## src/rtl/sc_core_pkg.sv

```systemverilog
package sc_core_pkg;

   localparam logic [5:0] OPC_RTYPE = 6'd0;
   localparam logic [5:0] OPC_JMP   = 6'd2;
   localparam logic [5:0] OPC_JAL   = 6'd3;
   localparam logic [5:0] OPC_BEQ   = 6'd4;
   localparam logic [5:0] OPC_LOAD  = 6'd35;
   localparam logic [5:0] OPC_STORE = 6'd43;

   localparam logic [5:0] FN_JR  = 6'h08;
   localparam logic [5:0] FN_ADD = 6'h20;
   localparam logic [5:0] FN_SUB = 6'h22;
   localparam logic [5:0] FN_AND = 6'h24;
   localparam logic [5:0] FN_OR  = 6'h25;
   localparam logic [5:0] FN_SLT = 6'h2A;

   typedef enum logic [2:0] {
      ALU_AND = 3'b000,
      ALU_OR  = 3'b001,
      ALU_ADD = 3'b010,
      ALU_SUB = 3'b110,
      ALU_SLT = 3'b111
   } alu_fn_e;

   typedef enum logic [1:0] {
      CLS_MEM  = 2'b00,
      CLS_CMP  = 2'b01,
      CLS_REG  = 2'b10,
      CLS_JUMP = 2'b11
   } op_class_e;

   typedef enum logic [1:0] {
      NPC_SEQ    = 2'd0,
      NPC_BRANCH = 2'd1,
      NPC_TARGET = 2'd2,
      NPC_REG    = 2'd3
   } npc_sel_e;

   typedef enum logic [1:0] {
      DST_RT   = 2'd0,
      DST_RD   = 2'd1,
      DST_LINK = 2'd2
   } dst_sel_e;

   typedef enum logic [1:0] {
      WB_ALU  = 2'd0,
      WB_MEM  = 2'd1,
      WB_LINK = 2'd2
   } wb_sel_e;

   typedef struct packed {
      op_class_e op_class;
      logic      use_imm;
      logic      reg_we;
      logic      mem_rd;
      logic      mem_wr;
      logic      is_branch;
      npc_sel_e  npc_sel;
      dst_sel_e  dst_sel;
      wb_sel_e   wb_sel;
   } ctrl_t;

endpackage

```

## src/rtl/sc_regfile.sv

```systemverilog
module sc_regfile #(
   parameter int WIDTH = 32,
   parameter int DEPTH = 32,
   localparam int AW   = $clog2(DEPTH)
) (
   input  logic             clk,
   input  logic             we,
   input  logic [AW-1:0]    waddr,
   input  logic [WIDTH-1:0] wdata,
   input  logic [AW-1:0]    raddr_a,
   input  logic [AW-1:0]    raddr_b,
   output logic [WIDTH-1:0] rdata_a,
   output logic [WIDTH-1:0] rdata_b
);

   logic [WIDTH-1:0] cells [DEPTH];

   // Entry 0 never stores anything; the others write only when addressed.
   for (genvar gi = 0; gi < DEPTH; gi++) begin : g_cell
      if (gi == 0) begin : g_zero
         assign cells[gi] = '0;
      end else begin : g_store
         always_ff @(posedge clk) begin
            if (we && (waddr == AW'(gi))) cells[gi] <= wdata;
         end
      end
   end

   assign rdata_a = cells[raddr_a];
   assign rdata_b = cells[raddr_b];

endmodule

```

## src/rtl/sc_alu.sv

```systemverilog
module sc_alu import sc_core_pkg::*; #(
   parameter int WIDTH        = 32,
   parameter bit SLT_FROM_SUB = 1'b1
) (
   input  logic [WIDTH-1:0] opa,
   input  logic [WIDTH-1:0] opb,
   input  alu_fn_e          fn,
   output logic [WIDTH-1:0] res,
   output logic             is_zero
);

   logic [WIDTH-1:0] diff;
   logic             less;

   assign diff = opa - opb;

   if (SLT_FROM_SUB) begin : g_slt_sub
      // Reuse the subtractor: signs differ -> a is less iff a negative.
      assign less = (opa[WIDTH-1] ^ opb[WIDTH-1]) ? opa[WIDTH-1] : diff[WIDTH-1];
   end else begin : g_slt_cmp
      assign less = $signed(opa) < $signed(opb);
   end

   always_comb begin
      unique case (fn)
         ALU_AND: res = opa & opb;
         ALU_OR:  res = opa | opb;
         ALU_ADD: res = opa + opb;
         ALU_SUB: res = diff;
         ALU_SLT: res = {{(WIDTH-1){1'b0}}, less};
         default: res = opa + opb;
      endcase
   end

   assign is_zero = (res == '0);

endmodule

```

## src/rtl/sc_alu_dec.sv

```systemverilog
module sc_alu_dec import sc_core_pkg::*; (
   input  op_class_e  op_class,
   input  logic [5:0] funct,
   output alu_fn_e    fn
);

   always_comb begin
      unique case (op_class)
         CLS_MEM:  fn = ALU_ADD;
         CLS_CMP:  fn = ALU_SUB;
         CLS_JUMP: fn = ALU_ADD;
         CLS_REG: begin
            unique case (funct)
               FN_SUB:  fn = ALU_SUB;
               FN_AND:  fn = ALU_AND;
               FN_OR:   fn = ALU_OR;
               FN_SLT:  fn = ALU_SLT;
               default: fn = ALU_ADD;
            endcase
         end
         default: fn = ALU_ADD;
      endcase
   end

endmodule

```

## src/rtl/sc_main_dec.sv

```systemverilog
module sc_main_dec import sc_core_pkg::*; (
   input  logic [5:0] opcode,
   input  logic [5:0] funct,
   output ctrl_t      ctrl
);

   always_comb begin
      ctrl           = '0;
      ctrl.op_class  = CLS_MEM;
      ctrl.npc_sel   = NPC_SEQ;
      ctrl.dst_sel   = DST_RT;
      ctrl.wb_sel    = WB_ALU;
      unique case (opcode)
         OPC_RTYPE: begin
            ctrl.op_class = CLS_REG;
            if (funct == FN_JR) begin
               ctrl.op_class = CLS_JUMP;
               ctrl.npc_sel  = NPC_REG;
            end else begin
               ctrl.reg_we  = 1'b1;
               ctrl.dst_sel = DST_RD;
            end
         end
         OPC_LOAD: begin
            ctrl.use_imm = 1'b1;
            ctrl.reg_we  = 1'b1;
            ctrl.mem_rd  = 1'b1;
            ctrl.wb_sel  = WB_MEM;
         end
         OPC_STORE: begin
            ctrl.use_imm = 1'b1;
            ctrl.mem_wr  = 1'b1;
         end
         OPC_BEQ: begin
            ctrl.op_class  = CLS_CMP;
            ctrl.is_branch = 1'b1;
         end
         OPC_JMP: begin
            ctrl.op_class = CLS_JUMP;
            ctrl.npc_sel  = NPC_TARGET;
         end
         OPC_JAL: begin
            ctrl.op_class = CLS_JUMP;
            ctrl.npc_sel  = NPC_TARGET;
            ctrl.reg_we   = 1'b1;
            ctrl.dst_sel  = DST_LINK;
            ctrl.wb_sel   = WB_LINK;
         end
         default: ctrl.op_class = CLS_MEM;
      endcase
   end

endmodule

```

## src/rtl/sc_core.sv

```systemverilog
module sc_core import sc_core_pkg::*; #(
   parameter int          XLEN         = 32,
   parameter int          NREGS        = 32,
   parameter int          LINK_REG     = 31,
   parameter logic [31:0] RESET_PC     = 32'h0,
   parameter bit          SLT_FROM_SUB = 1'b1
) (
   input  logic        clk,
   input  logic        rst,
   output logic [31:0] imem_addr,
   input  logic [31:0] imem_data,
   output logic [31:0] dmem_addr,
   output logic [31:0] dmem_wdata,
   input  logic [31:0] dmem_rdata,
   output logic        dmem_rd,
   output logic        dmem_wr
);

   localparam int RAW    = $clog2(NREGS);
   localparam int IMM_W  = 16;
   localparam int TGT_W  = 26;
   localparam int PAGE_W = XLEN - TGT_W - 2;

   // Elaboration-time parameter checks
   if (XLEN != 32) begin : g_bad_xlen
      $error("sc_core: XLEN must be 32 to match the instruction fields");
   end
   if (NREGS < 2 || NREGS > 32 || (1 << RAW) != NREGS) begin : g_bad_nregs
      $error("sc_core: NREGS must be a power of two between 2 and 32");
   end
   if (LINK_REG <= 0 || LINK_REG >= NREGS) begin : g_bad_link
      $error("sc_core: LINK_REG must name a writable register");
   end
   if (RESET_PC[1:0] != 2'b00) begin : g_bad_rst_pc
      $error("sc_core: RESET_PC must be word aligned");
   end

   logic [XLEN-1:0] pc_q, pc_d, pc_inc, br_tgt, jmp_tgt, imm_ext;
   logic [5:0]      opcode, funct;
   logic [RAW-1:0]  rs_a, rt_a, rd_a, wr_a;
   logic [XLEN-1:0] rs_v, rt_v, alu_b, alu_y, wb_v;
   logic            alu_z, take_br, rf_we;
   ctrl_t           ctrl;
   alu_fn_e         alu_fn;
   npc_sel_e        npc_sel;

   // Field extraction
   assign opcode  = imem_data[31:26];
   assign funct   = imem_data[5:0];
   assign rs_a    = imem_data[21 +: RAW];
   assign rt_a    = imem_data[16 +: RAW];
   assign rd_a    = imem_data[11 +: RAW];
   assign imm_ext = {{(XLEN-IMM_W){imem_data[IMM_W-1]}}, imem_data[IMM_W-1:0]};

   sc_main_dec u_main_dec (
      .opcode (opcode),
      .funct  (funct),
      .ctrl   (ctrl)
   );

   sc_alu_dec u_alu_dec (
      .op_class (ctrl.op_class),
      .funct    (funct),
      .fn       (alu_fn)
   );

   sc_regfile #(.WIDTH(XLEN), .DEPTH(NREGS)) u_rf (
      .clk     (clk),
      .we      (rf_we),
      .waddr   (wr_a),
      .wdata   (wb_v),
      .raddr_a (rs_a),
      .raddr_b (rt_a),
      .rdata_a (rs_v),
      .rdata_b (rt_v)
   );

   assign alu_b = ctrl.use_imm ? imm_ext : rt_v;

   sc_alu #(.WIDTH(XLEN), .SLT_FROM_SUB(SLT_FROM_SUB)) u_alu (
      .opa     (rs_v),
      .opb     (alu_b),
      .fn      (alu_fn),
      .res     (alu_y),
      .is_zero (alu_z)
   );

   // Register write-back
   always_comb begin
      unique case (ctrl.dst_sel)
         DST_RD:   wr_a = rd_a;
         DST_LINK: wr_a = RAW'(LINK_REG);
         default:  wr_a = rt_a;
      endcase
      unique case (ctrl.wb_sel)
         WB_MEM:  wb_v = dmem_rdata;
         WB_LINK: wb_v = pc_inc;
         default: wb_v = alu_y;
      endcase
   end

   assign rf_we = ctrl.reg_we & ~rst;

   // Next-PC selection
   assign pc_inc  = pc_q + XLEN'(4);
   assign br_tgt  = pc_inc + {imm_ext[XLEN-3:0], 2'b00};
   assign jmp_tgt = {pc_q[XLEN-1 -: PAGE_W], imem_data[TGT_W-1:0], 2'b00};
   assign take_br = ctrl.is_branch & alu_z;
   assign npc_sel = take_br ? NPC_BRANCH : ctrl.npc_sel;

   always_comb begin
      unique case (npc_sel)
         NPC_BRANCH: pc_d = br_tgt;
         NPC_TARGET: pc_d = jmp_tgt;
         NPC_REG:    pc_d = {rs_v[XLEN-1:2], 2'b00};
         default:    pc_d = pc_inc;
      endcase
   end

   always_ff @(posedge clk) begin
      if (rst) pc_q <= RESET_PC;
      else     pc_q <= pc_d;
   end

   // Port outputs
   assign imem_addr  = pc_q;
   assign dmem_addr  = alu_y;
   assign dmem_wdata = rt_v;
   assign dmem_rd    = ctrl.mem_rd & ~rst;
   assign dmem_wr    = ctrl.mem_wr & ~rst;

endmodule

```

## config.mk

```make
export PLATFORM = sky130hd
export DESIGN_NAME = sc_core
export DESIGN_NICKNAME = d
export VERILOG_FILES = /design/src/rtl/sc_core_pkg.sv /design/src/rtl/sc_regfile.sv /design/src/rtl/sc_alu.sv /design/src/rtl/sc_alu_dec.sv /design/src/rtl/sc_main_dec.sv /design/src/rtl/sc_core.sv
export SDC_FILE = /design/constraint.sdc
export NUM_CORES = 2
export LEC_CHECK = 0
export BUFFER_PORTS_ARGS = -buffer_cell sky130_fd_sc_hd__buf_2
export CAP_MARGIN = 30
export CORE_UTILIZATION = 55
export DETAILED_ROUTE_END_ITERATION = 10
export PLACE_DENSITY = 0.73
export SLEW_MARGIN = 40
export SYNTH_ARGS = -nofsm -noshare
export SYNTH_HDL_FRONTEND = slang
export SYNTH_SLANG_ARGS = --single-unit
```

## constraint.sdc

```tcl
create_clock -name clk -period 13.5 [get_ports clk]
set_input_delay 2.7 -clock clk [delete_from_list [all_inputs] [get_ports clk]]
set_output_delay 2.7 -clock clk [all_outputs]
set_load 0.03 [all_outputs]
```

== Word level (Yosys, flattened, before mapping) ==
Cells that the tools add are included.
Word-level totals
  register bits after elaboration: 1024
  bits in latches: 0
  bits in writable memories: 0
  ROM bits: 0
  logic and storage cells: 170
  memories: 0
Operators by class
  add/sub/neg operators: 4
  multipliers: 0
  div/mod/pow operators: 0
  $lt $le $gt $ge: 2
  equal/unequal tests: 54
  shift operators: 0
  muxes and demuxes: 28
  bitwise operators: 10
  reduce and logical (&&, ||, !) cells: 39
Operator list (count)
  binary-select mux 32 bit (select 5 bit): 2
  two-way mux 32 bit: 5
  case mux 32 bit (4 select lines): 1
  case mux 32 bit (3 select lines): 1
  equality test 5 bit, second input constant: 16
  adder 32 bit: 2
  case mux 32 bit (2 select lines): 1
  equality test 5 x 4 -> 1 bit, second input constant: 8
  equality test 6 bit, second input constant: 6
  adder 32 x 3 -> 32 bit, second input constant: 1
  AND 32 bit: 1
  zero test 32 bit: 1
  bitwise OR 32 bit: 1
  subtractor 32 bit: 1
  logical AND 1 bit: 31
  equality test 5 x 3 -> 1 bit, second input constant: 4
  equality test 2 bit, second input constant: 6
  equality test 6 x 2 -> 1 bit, second input constant: 2
  greater-or-equal comparator 6 bit, second input constant: 2
  NOT 5 -> 6 bit: 2
  case mux 2 bit (2 select lines): 3
  case mux 3 bit (4 select lines): 1
  equality test 5 x 2 -> 1 bit, second input constant: 2
  case mux 5 bit (2 select lines): 1
  18 further kinds: 36

== Logic depth before layout (Yosys ltp) ==
  depth in word-level cells: 13
  gate-level depth with buffers: 43
  gate-level depth less buffers: 35

== By module ==
From an unflattened synthesis, not the netlist that was laid out.
Unflattened totals
  cell total of the unflattened synthesis: 4043
  area total of the unflattened synthesis: 56835.8 um2
Modules (own cells, without submodules)
  sc_regfile: instances 1, cells each 2452, area an instance 46115.5 um2, sequential area each 29788.6 um2
  sc_alu: instances 1, cells each 820, area an instance 5390.2 um2, sequential area each 0.0 um2
  sc_core: instances 1, cells each 732, area an instance 5044.8 um2, sequential area each 600.6 um2
  sc_main_dec: instances 1, cells each 25, area an instance 166.4 um2, sequential area each 0.0 um2
  sc_alu_dec: instances 1, cells each 14, area an instance 118.9 um2, sequential area each 0.0 um2

== Worst setup path after synthesis ==
Ideal clock, no wire load.
  kind: input-to-output
  start point: in imem_data[21]
  end point: out dmem_addr[31]
  arrival: 10049 ps
  required time: 10800 ps
  path slack: 751 ps
  stages on the path: 31
  cells stage by stage: buf_6 -> buf_6 -> buf_6 -> buf_2 -> buf_2 -> buf_1 -> buf_1 -> clkbuf_1 -> clkbuf_1 -> mux4_2 -> mux4_2 -> mux2_2 -> ha_1 -> a21oi_1 -> o21a_1 -> a21oi_1 -> nor2_1 -> a2111o_1 -> a31o_1 -> o31a_1 -> a21oi_2 -> nor3_1 -> or2_2 -> nor2_1 -> o21a_1 -> o21a_1 -> o21ai_0 -> nand2b_1 -> fa_1 -> a22oi_1 -> nand3_1
On the way
  cells in the longest elaborated chain, start to end: 6
  elaborated cells on any way between the ends: 9
  those cells by class: 2 x add/sub; 4 x mux; 3 x bitwise
RTL lines
  from (decl): RTL line sc_core.sv:11  | input logic [31:0] imem_data,
  NOT 5 -> 6 bit (implied by the code) (*): RTL line sc_regfile.sv:29  | assign rdata_a = cells[raddr_a];
  binary-select mux 32 bit (select 5 bit) (*): RTL line sc_regfile.sv:29
  two-way mux 32 bit (implied by the code) (*) (2 in series): RTL line sc_regfile.sv:29
  adder 32 bit (tied with other cells): RTL line sc_alu.sv:28, sc_alu.sv:31
  case mux 32 bit (4 select lines) (*): RTL line sc_alu.sv:25  | unique case (fn)
  to (decl): RTL line sc_core.sv:12  | output logic [31:0] dmem_addr,
Mark *: on every way between the ends. The rest lies on a longest branch, timed or not. The select of a mux whose other input is x is not followed.

== Worst setup path in the final report ==
  start point: in imem_data[16]
  end point: out dmem_addr[0]
On the way
  cells in the longest elaborated chain, start to end: 8
  elaborated cells on any way between the ends: 12
  those cells by class: 2 x add/sub; 6 x mux; 4 x bitwise
RTL lines
  NOT 5 -> 6 bit (implied by the code) (*): RTL line sc_regfile.sv:30  | assign rdata_b = cells[raddr_b];
  binary-select mux 32 bit (select 5 bit) (*): RTL line sc_regfile.sv:30
  two-way mux 32 bit (implied by the code) (*) (2 in series): RTL line sc_regfile.sv:30
  two-way mux 32 bit (*): RTL line sc_core.sv:78  | assign alu_b = ctrl.use_imm ? imm_ext : rt_v;
  subtractor 32 bit or XOR 1 bit (tied branches): RTL line sc_alu.sv:15, sc_alu.sv:19
  two-way mux 1 bit: RTL line sc_alu.sv:19  | assign less = (opa[WIDTH-1] ^ opb[WIDTH-1]) ? opa[WIDTH-1] : diff[WIDTH-1];
  case mux 32 bit (4 select lines) (*): RTL line sc_alu.sv:25
Marks and branches as above.

==> key figures <==
Run status
  • Status: complete, no violations

Synth
  • Post-synthesis compound-gate area fraction: 8.03%
  • Synth Cell Area: 56200 µm²
  • Cells after Synth: approximately 3.7k
  • Synthesis Warnings: 0
  • Most used flip-flop cell after synthesis: edfxtp_1
  • Seq/Total Area, Yosys: 54.0%
  • Post-synth EDFFs: 992
  • Synth Area in Simple Gates: around 6.7%
  • Post-synth ARST share: 0%
  • Number of distinct library cells after synthesis: ~100
  • Largest family of logic cells by synthesized area: multiplexers
  • Syn_area_per_cell: 15.2 µm²
  • Yosys reg bits: 1022
  • Post-synthesis adder-cell area fraction: 2.97%
  • Mux cell area share after synthesis: 24.2%
  • XOR/XNOR share of the synthesized area: 1.14%

Final layout
  • Filler cells: 7279
  • P&R area growth vs syn: 11.7%
  • Layout cells sized above 1: ~29%
  • Commonest cells after routing, fill and taps aside: 992 x edfxtp_1, 501 x mux4_2, 191 x nor2_1
  • Final Core Density: 62.4%
  • Commonest non-fill, non-tap cell in the layout: edfxtp_1
  • Nets@finish: ~4.1k

Pwr
  • Worst vdd ir: 0.140 mV
  • Pwr dens: 141 nW/µm²
  • Tot Pwr: 0.00889 W
  • LEAKAGE: 21.6 nW

Global routing
  • Initial antenna violation count: 0
  • Largest net degree at the start of global routing: 127
  • Grt ovf: 0
  • Vias in the first global route: 37.2k
  • First-pass GRT wire length: 262 mm
  • Total track usage: 35.4%

CTS
  • Clock slew at reported path FFs: ~60 ps
  • Number of CTS-inserted buffers: roughly 100
  • H-tree Lvls: 3
  • CTS tree: built
  • # resized after CTS: 0
  • Worst skew pair latency: 690 ps
  • Clk root buf: clkbuf_16
  • Largest buffer count on any clock path: 3
  • Hold buffer count at CTS: 0
  • Post-CTS Setup Bufs: 0
  • Clock sink count: around 1k

STA
  • Worst-Margin Slew: ~940 ps
  • Final TNS setup: 0 ps
  • Slew HR: 37.4%
  • Period minus WS final: 12410 ps
  • Max-slew violations: 0
  • Worst Skew: about 28 ps
  • Final setup fails: 0
  • Max Clk Rate: 0.0806 GHz
  • RSZ-0062 raised after global routing: false
  • Period utilisation layout: 91.9%
  • Fin. Hold Viols: 0

Floorplanning
  • Die height: roughly 320 µm
  • Die width: 322 µm
  • Full die area: 104000 µm²
  • Top-Level Pins: 164
  • Core Box Area: 101000 µm²
  • Initial Util: a little under three fifths
  • # rows: ~120

Critical path
  • Worst path max stage delay: between 500 and 600 ps
  • Slowest-stage cell, CP: mux4_2
  • Worst Path Max Fanout: 56
  • Crit Path Class: in -> out
  • Critical path capture point type: primary output
  • Worst path required time: 10800 ps
  • Critical path arrival: roughly 9700 ps
  • Startpoint Class: input port

Placed design
  • HPWL Detailed: 114 mm
  • RD Place Congestion: 1.01
  • Number of I/O port buffers: 161

Drt
  • First-pass DRT Iterations: 5
  • Vias post-DR: 38.4k
  • WL/cell: 34.5 µm
  • Remaining DRCs: 0
  • Final WL: roughly 180 mm
  • Initial DRC count: about 6.1k
  • DRT antenna net count: 0
  • Vias per cell: around 7.2

Worst hold path
  • Worst min-delay path category: reg -> reg

Run
  • Max Cap Viol: 0
==> critical path, delay by kind of cell <==
family,cells,cell delay [ps]
and+or+nand+nor,7,1090
buffers and inverters,3,1200
AOI/OAI and AO/OA,11,2250
muxes,3,1410
adders and majority gates,2,890
==> cells by family after synthesis <==
logic type      after synthesis
fa+ha+maj                   131
mux                         716
flops                      1022
compound gates              628
other cells                   1
simple gates                763
buf+inv                     368
xor+xnor                     73
==> cells in the mapped netlist (all sizes together), types with 9 or more instances <==
cell	instances	area, µm²
xor2	28	245
or2	13	81.3
o21ai	71	355
o211ai	24	180
a21o	21	158
a22o	53	464
nand2	146	548
o21a	16	120
mux4	505	11400
a221oi	48	427
edfxtp	992	29800
a21oi	154	778
nand2b	32	200
nor2	239	897
xnor2	45	394
nor3	46	235
o31ai	13	97.6
o22ai	10	62.6
nand4	19	119
ha	127	1590
nor4	16	115
a22oi	68	510
inv	123	462
a211oi	21	168
mux2	83	935
nand3	65	325
dfxtp	30	601
and3	41	257
nor3b	9	67.6
a31oi	20	125
o221ai	11	96.3
nor2b	29	181
and2	28	175
mux2i	128	1280
clkbuf	147	552
buf	98	611
or3	41	257
==> through the flow <==
step                      cell area (µm²)  std cells  setup WS [ps]  hold slack (ps)
after global placement              59000       5105           1110              534
after detailed placement            59300       5113           1100              543
after floorplan                     56200       3703            751              639
final                               62900       5311           1090              554
after CTS                           62800       5306           1080              552
after global routing                62800       5309            677              569
==> sequential cells by signal, summed over array words and instances, names as in the netlist <==
register	count
u_rf.cells	992
imem_addr	30
==> power by group <==
part	switching (W)	total [W]	internal, W
clock	0.00128	0.00296	0.00168
combinational	0.00141	0.00201	0.000599
sequential	0.00000447	0.00392	0.00392
total	0.00270	0.00889	0.00620
==> routing by layer <==
| layer | up-vias | track usage [%] | share of wire [%] |
|---|---|---|---|
| li1 | 15480 | - | - |
| met1 | 19483 | 49.7 | 37 |
| met2 | 2997 | 52.3 | 44 |
| met3 | 474 | 9.54 | 14 |
| met4 | 0 | 15.4 | 4.6 |
| met5 | - | 0 | 0 |
==> final cells by class <==
class	instances	area [µm²]	share of cell area [%]
multi-input combinational	2313	24600	39.1
clock buffer	113	2660	4.23
sequential	1022	30400	48.4
inverter	123	462	0.735
timing repair buffer	301	2220	3.53
antenna	2	5.00	0.00796
clock inverter	80	826	1.31
tap	1357	1700	2.70
==> final timing paths <==
kind                  from            end  slack, ps  cells past startpoint
min reg2reg  imem_addr[29]  imem_addr[29]        550                      2
min          imem_addr[29]  imem_addr[29]        550                      2
max          imem_data[16]   dmem_addr[0]       1090                     26
max reg2reg  u_rf.cells[2]  imem_addr[23]       4200                     32
(Power assumes the default switching activity.)
